<file path="config.mk">
export PLATFORM = sky130hd
export DESIGN_NAME = frag_backend
export DESIGN_NICKNAME = d
export VERILOG_FILES = /design/src/rtl/fbe_pkg.sv /design/src/rtl/fbe_mix.sv /design/src/rtl/fbe_fog_factor.sv /design/src/rtl/fbe_hazard.sv /design/src/rtl/frag_backend.sv
export SDC_FILE = /design/constraint.sdc
export NUM_CORES = 2
export LEC_CHECK = 0
export CORE_MARGIN = 5
export CORE_UTILIZATION = 35
export DETAILED_ROUTE_END_ITERATION = 12
export DONT_BUFFER_PORTS = 1
export GPL_TIMING_DRIVEN = 1
export SLEW_MARGIN = 15
export SYNTH_ARGS = -nofsm -noshare
export SYNTH_HDL_FRONTEND = slang
export SYNTH_SLANG_ARGS = --single-unit
</file>
<file path="constraint.sdc">
create_clock -name clk -period 62.9 [get_ports clk]
set_input_delay 3.145 -clock clk [delete_from_list [all_inputs] [get_ports clk]]
set_output_delay 3.145 -clock clk [all_outputs]
set_load 0.05 [all_outputs]
</file>
<file path="src/rtl/fbe_pkg.sv">
package fbe_pkg;
  // Fractional bits of the fog weight (weight range 0 .. 2**FOG_FB).
  localparam int FOG_FB = 8;
endpackage

</file>
<file path="src/rtl/fbe_mix.sv">
// Per-channel linear mix: y = (w*a + (ONE-w)*b) >> WF, w in 0..ONE.
module fbe_mix #(
  parameter int CW  = 8,
  parameter int NCH = 3,
  parameter int WF  = 8
) (
  input  logic [WF:0]         w,
  input  logic [NCH*CW-1:0]   a,
  input  logic [NCH*CW-1:0]   b,
  output logic [NCH*CW-1:0]   y
);
  localparam int PW = CW + WF + 2;
  localparam logic [WF:0] ONE = (WF+1)'(1) << WF;

  logic [WF:0] w_inv;
  assign w_inv = ONE - w;

  for (genvar ch = 0; ch < NCH; ch++) begin : g_ch
    assign y[ch*CW +: CW] = CW'(((PW'(w) * PW'(a[ch*CW +: CW]))
                               + (PW'(w_inv) * PW'(b[ch*CW +: CW]))) >> WF);
  end
endmodule

</file>
<file path="src/rtl/fbe_fog_factor.sv">
// Linear fog weight in FB fractional bits, clamped at both ends.
module fbe_fog_factor #(
  parameter int ZW = 16,
  parameter int FB = 8
) (
  input  logic [ZW-1:0] z,
  input  logic [ZW-1:0] z_near,
  input  logic [ZW-1:0] z_far,
  output logic [FB:0]   f
);
  localparam int NW = ZW + FB;
  typedef logic [FB:0] frac_t;

  logic [NW-1:0] num;
  logic [NW-1:0] den;

  assign num = {z - z_near, {FB{1'b0}}};
  assign den = NW'(z_far - z_near);

  always_comb begin
    if (z >= z_far)       f = frac_t'(1) << FB;
    else if (z <= z_near) f = '0;
    else                  f = frac_t'(num / den);
  end
endmodule

</file>
<file path="src/rtl/fbe_hazard.sv">
// Flags when a probe address matches any valid in-flight address.
module fbe_hazard #(
  parameter int AW = 8,
  parameter int N  = 4
) (
  input  logic [AW-1:0]   probe,
  input  logic [N-1:0]    busy_v,
  input  logic [N*AW-1:0] busy_addr,
  output logic            hit
);
  logic [N-1:0] match;
  for (genvar i = 0; i < N; i++) begin : g_cmp
    assign match[i] = busy_v[i] && (busy_addr[i*AW +: AW] == probe);
  end
  assign hit = |match;
endmodule

</file>
<file path="src/rtl/frag_backend.sv">
module frag_backend #(
  parameter int XW   = 4,
  parameter int YW   = 4,
  parameter int ZW   = 16,
  parameter int CW   = 8,
  parameter int CNTW = 16,
  localparam int AW   = XW + YW,
  localparam int RGBW = 3 * CW
) (
  input  logic              clk,
  input  logic              rst,
  input  logic              in_valid,
  output logic              in_ready,
  input  logic [XW-1:0]     in_x,
  input  logic [YW-1:0]     in_y,
  input  logic [ZW-1:0]     in_z,
  input  logic [4*CW-1:0]   in_rgba,
  input  logic              blend_en,
  input  logic              fog_en,
  input  logic [RGBW-1:0]   fog_rgb,
  input  logic [ZW-1:0]     fog_near,
  input  logic [ZW-1:0]     fog_far,
  output logic              mem_rd_en,
  output logic [AW-1:0]     mem_rd_addr,
  input  logic [ZW-1:0]     mem_rd_z,
  input  logic [RGBW-1:0]   mem_rd_rgb,
  output logic              mem_wr_en,
  output logic [AW-1:0]     mem_wr_addr,
  output logic [ZW-1:0]     mem_wr_z,
  output logic [RGBW-1:0]   mem_wr_rgb,
  output logic [CNTW-1:0]   discard_cnt
);
  import fbe_pkg::*;

  localparam int NBUSY = 4;

  // ---------------- input and hazard ----------------
  logic hazard_hit;
  logic accept;

  // stage 1: memory data returning, depth compare
  logic            s1_v;
  logic [AW-1:0]   s1_addr;
  logic [ZW-1:0]   s1_z;
  logic [4*CW-1:0] s1_rgba;
  logic            depth_pass;

  // stage 2: blend
  logic            s2_v;
  logic [AW-1:0]   s2_addr;
  logic [ZW-1:0]   s2_z;
  logic [4*CW-1:0] s2_rgba;
  logic [RGBW-1:0] s2_dst;
  logic [CW:0]     blend_w;
  logic [RGBW-1:0] blend_y;

  // stage 3: fog
  logic            s3_v;
  logic [AW-1:0]   s3_addr;
  logic [ZW-1:0]   s3_z;
  logic [RGBW-1:0] s3_rgb;
  logic [FOG_FB:0] fog_w;
  logic [RGBW-1:0] fog_y;

  fbe_hazard #(.AW(AW), .N(NBUSY)) u_hazard (
    .probe     ({in_y, in_x}),
    .busy_v    ({mem_wr_en, s3_v, s2_v, s1_v}),
    .busy_addr ({mem_wr_addr, s3_addr, s2_addr, s1_addr}),
    .hit       (hazard_hit)
  );

  assign in_ready    = !hazard_hit;
  assign accept      = in_valid && in_ready;
  assign mem_rd_en   = accept;
  assign mem_rd_addr = {in_y, in_x};

  // ---------------- stage 1 ----------------
  always_ff @(posedge clk) begin
    if (rst) s1_v <= 1'b0;
    else     s1_v <= accept;
    s1_addr <= mem_rd_addr;
    s1_z    <= in_z;
    s1_rgba <= in_rgba;
  end

  assign depth_pass = s1_z < mem_rd_z;

  always_ff @(posedge clk) begin
    if (rst)                     discard_cnt <= '0;
    else if (s1_v && !depth_pass) discard_cnt <= discard_cnt + 1'b1;
  end

  // ---------------- stage 2 ----------------
  always_ff @(posedge clk) begin
    if (rst) s2_v <= 1'b0;
    else     s2_v <= s1_v && depth_pass;
    s2_addr <= s1_addr;
    s2_z    <= s1_z;
    s2_rgba <= s1_rgba;
    s2_dst  <= mem_rd_rgb;
  end

  assign blend_w = {1'b0, s2_rgba[CW-1:0]} + (CW+1)'(s2_rgba[CW-1]);

  fbe_mix #(.CW(CW), .NCH(3), .WF(CW)) u_blend (
    .w (blend_w),
    .a (s2_rgba[4*CW-1:CW]),
    .b (s2_dst),
    .y (blend_y)
  );

  // ---------------- stage 3 ----------------
  always_ff @(posedge clk) begin
    if (rst) s3_v <= 1'b0;
    else     s3_v <= s2_v;
    s3_addr <= s2_addr;
    s3_z    <= s2_z;
    s3_rgb  <= blend_en ? blend_y : s2_rgba[4*CW-1:CW];
  end

  fbe_fog_factor #(.ZW(ZW), .FB(FOG_FB)) u_fogw (
    .z      (s3_z),
    .z_near (fog_near),
    .z_far  (fog_far),
    .f      (fog_w)
  );

  fbe_mix #(.CW(CW), .NCH(3), .WF(FOG_FB)) u_fog (
    .w (fog_w),
    .a (fog_rgb),
    .b (s3_rgb),
    .y (fog_y)
  );

  // ---------------- write stage ----------------
  always_ff @(posedge clk) begin
    if (rst) mem_wr_en <= 1'b0;
    else     mem_wr_en <= s3_v;
    mem_wr_addr <= s3_addr;
    mem_wr_z    <= s3_z;
    mem_wr_rgb  <= fog_en ? fog_y : s3_rgb;
  end

  // ---------------- assertions ----------------
  AST_WR_FROM_READ: assert property (@(posedge clk) disable iff (rst) mem_wr_en |-> ($past(mem_rd_en, 4) && $past(mem_rd_addr, 4) == mem_wr_addr));
  AST_WR_NEARER: assert property (@(posedge clk) disable iff (rst) mem_wr_en |-> (mem_wr_z < $past(mem_rd_z, 3)));
  AST_DISCARD_STEP: assert property (@(posedge clk) disable iff (rst) (discard_cnt != $past(discard_cnt)) |-> (discard_cnt == $past(discard_cnt) + 1'b1));
  AST_NO_DUP_12: assert property (@(posedge clk) disable iff (rst) (s1_v && s2_v) |-> (s1_addr != s2_addr));
  AST_NO_DUP_2W: assert property (@(posedge clk) disable iff (rst) (s2_v && mem_wr_en) |-> (s2_addr != mem_wr_addr));
  AST_FOG_FULL: assert property (@(posedge clk) disable iff (rst) (fog_en && s3_v && s3_z >= fog_far && $stable(fog_rgb)) |=> (mem_wr_rgb == $past(fog_rgb)));
endmodule

</file>
==> metrics.cfg <==
[place]
portBuffers = 0
placedCellCount = 8360
gp_congestion = 0.986
dp_hpwl_mm = 141
dp_slack_ns = -1.19

[finish]
final_common_cell = inv_1
drive_gt1_frac = 0.0892
finalNonFillerCells = 8436
layout_common_cells = 941 x inv_1, 708 x ha_1, 655 x nand2_1
area.growth.synth_to_final_pct = 10.2
final_net_count = 7900
fill_cells = 15300

[floorplanning]
io_pins = 232
start_util = 0.352
die_x_um = 398
coreArea_mm2 = 0.150
dieArea_mm2 = 0.159
fp.dieH_um = 398
row_count = 142

[grt]
grt.overflow.total = 0
grt_pass1_wl_mm = 272
first_global_vias = 46300
grt_max_degree = 56
antenna_found_initial = 10
groute.usage.overall = 0.220

[routing]
maxUsedRoutingLayer = met5
wl_mm = 176
viasPerCell = 5.36
ant_nets = 0
wl_met2_mm = 80.3
vias = 45200
remaining_drc_errors = 0
wl_per_cell_um = 20.8
drtPass1Iterations = 7
drt_iter0_drc = 3139
wl_met1_mm = 76.0
dr_wl_met3_mm = 12.3

[logic_synthesis]
ys.flop_type = dfxtp_1
yosysTopAreaCell = fa_1
yosysSeqAreaShare = 0.0955
yosysWarnings = 0
synthTopCellsByArea = fa_1 24%, ha_1 17%, dfxtp_1 9.6%, inv_1 6.7%, and2_1 5.3%
syn_nets = 7862
yosysUniqueCellTypes = 97
async_flop_share = 0
yosysTopAreaCellShare = 0.242
synth-seq-cells = 252
netlist_instances = 6354
synth-edff-count = 0
synth_area_mm2 = 0.0528
avgSynthCellArea_um2 = 8.31

[timing]
hold_viol = 0
relSlewSlack = 0.242
tightest_slew_ns = 1.13
fmax_ghz = 0.0167
fin_ws_ns = 3.01
period_minus_slack_ns = 59.89
setup_violations = 0
slew_violations = 0
finalCritPeriodShare = 0.952
timing.setup.tns_ns = 0
skew_ns = 0.0269

[run_status]
outcome = complete, no violations

[clock_tree]
cts_buffer_depth = 3
cts-root-buf = clkbuf_16
cts_tree = yes
cts.clk_slew.worst_paths_ns = 0.06
cts_max_level = 2
cts.sinks = 252
cts_hold_buf = 0
cts_buffers = 34
clk_latency_ns = 0.61

[critical_path]
crit_required_ns = 63.38
crit_path_end_kind = register
crit_family = compound AO/OA/AOI/OAI gates
critPathSlowestCell = or4b_2
crit_top_cell = ha_1
worst-path-buf-inv = 20
max_stage_delay_ns = 0.66
cp-start-kind = primary input
worstSetupPathType = in -> reg
crit_fanout = 16
crit_arrival_ns = 60.36

[min_path]
holdCritPathClass = reg -> reg

[flow_run]
max_cap_viol_count = 0

## area by class of cell
type / count / area [µm²] / share of cell area
antenna: 4 / 10.0 / 0.000172
multi-input combinational: 4926 / 44100 / 0.758
sequential: 252 / 5040 / 0.0867
tap: 2016 / 2520 / 0.0433
clock buffer: 39 / 921 / 0.0158
timing repair buffer: 231 / 1770 / 0.0304
clock inverter: 21 / 289 / 0.00497
inverter: 947 / 3550 / 0.0611
## what timing repair did
item,4_1_cts,5_1_grt
pin swaps,0,19
resized for setup,10,122
setup buffers,0,12
endpoints found under the setup margin,13,24
## path summary, 6_finish.rpt
check,end,slack (ns),cells after the start,start
worst max-delay path,mem_wr_rgb[7],3.01,247,fog_near[1]
worst min-delay path,s3_z[15],0.32,0,s2_z[15]
worst max register to register,mem_wr_rgb[7],4.92,246,s3_z[1]
worst min register to register,s3_z[15],0.32,0,s2_z[15]
## kinds of logic after synthesis
logic type / after synthesis / synth area share
compound gates: 1140 / 0.145
xor+xnor: 350 / 0.0588
fa+ha+maj: 1351 / 0.411
buf+inv: 1176 / 0.0845
flops: 252 / 0.0955
mux: 105 / 0.0218
simple gates: 1980 / 0.183
## layer usage
metal	GRT usage	vias to the layer above
met2	0.365	1512
met3	0.0365	324
met1	0.290	22200
met5	0	-
met4	0.0742	2
li1	-	21200
## synthesized netlist by cell type (all sizes together), types with 15 or more instances
cell type and n:
a2111oi 15, a211o 21, a211oi 42, a21o 138
a21oi 289, a31oi 57, and2 448, and3 65
buf 78, clkbuf 151, dfxtp 252, fa 639
ha 712, inv 944, mux2 81, mux2i 24
nand2 658, nand2b 30, nand3 98, nand4 41
nor2 363, nor2b 25, nor3 109, nor4 39
o211ai 30, o21a 76, o21ai 199, o21bai 44
o22ai 19, o31a 17, o31ai 27, or2 26
or3 38, xnor2 230, xor2 117
## flip-flops by register name, indices dropped and copies added (netlist names), 16 cells and up
signal / count
discard_cnt: 16
mem_wr_rgb: 24
mem_wr_z: 16
s1_rgba: 32
s1_z: 16
s2_dst: 24
s2_rgba: 32
s2_z: 16
s3_rgb: 24
s3_z: 16
## metrics by stage
stage,cell area [µm²],utilization,hold slack [ns]
2_1_floorplan,52800,-,0.310
3_5_place_dp,56300,0.376,0.312
5_1_grt,58200,0.388,0.331
6_report,58200,0.388,0.325
3_3_place_gp,56300,0.376,0.310
4_1_cts,57600,0.384,0.324
Power is not shown: default switching activity piles up to over one toggle a cycle in this logic, so the estimate is an artifact.
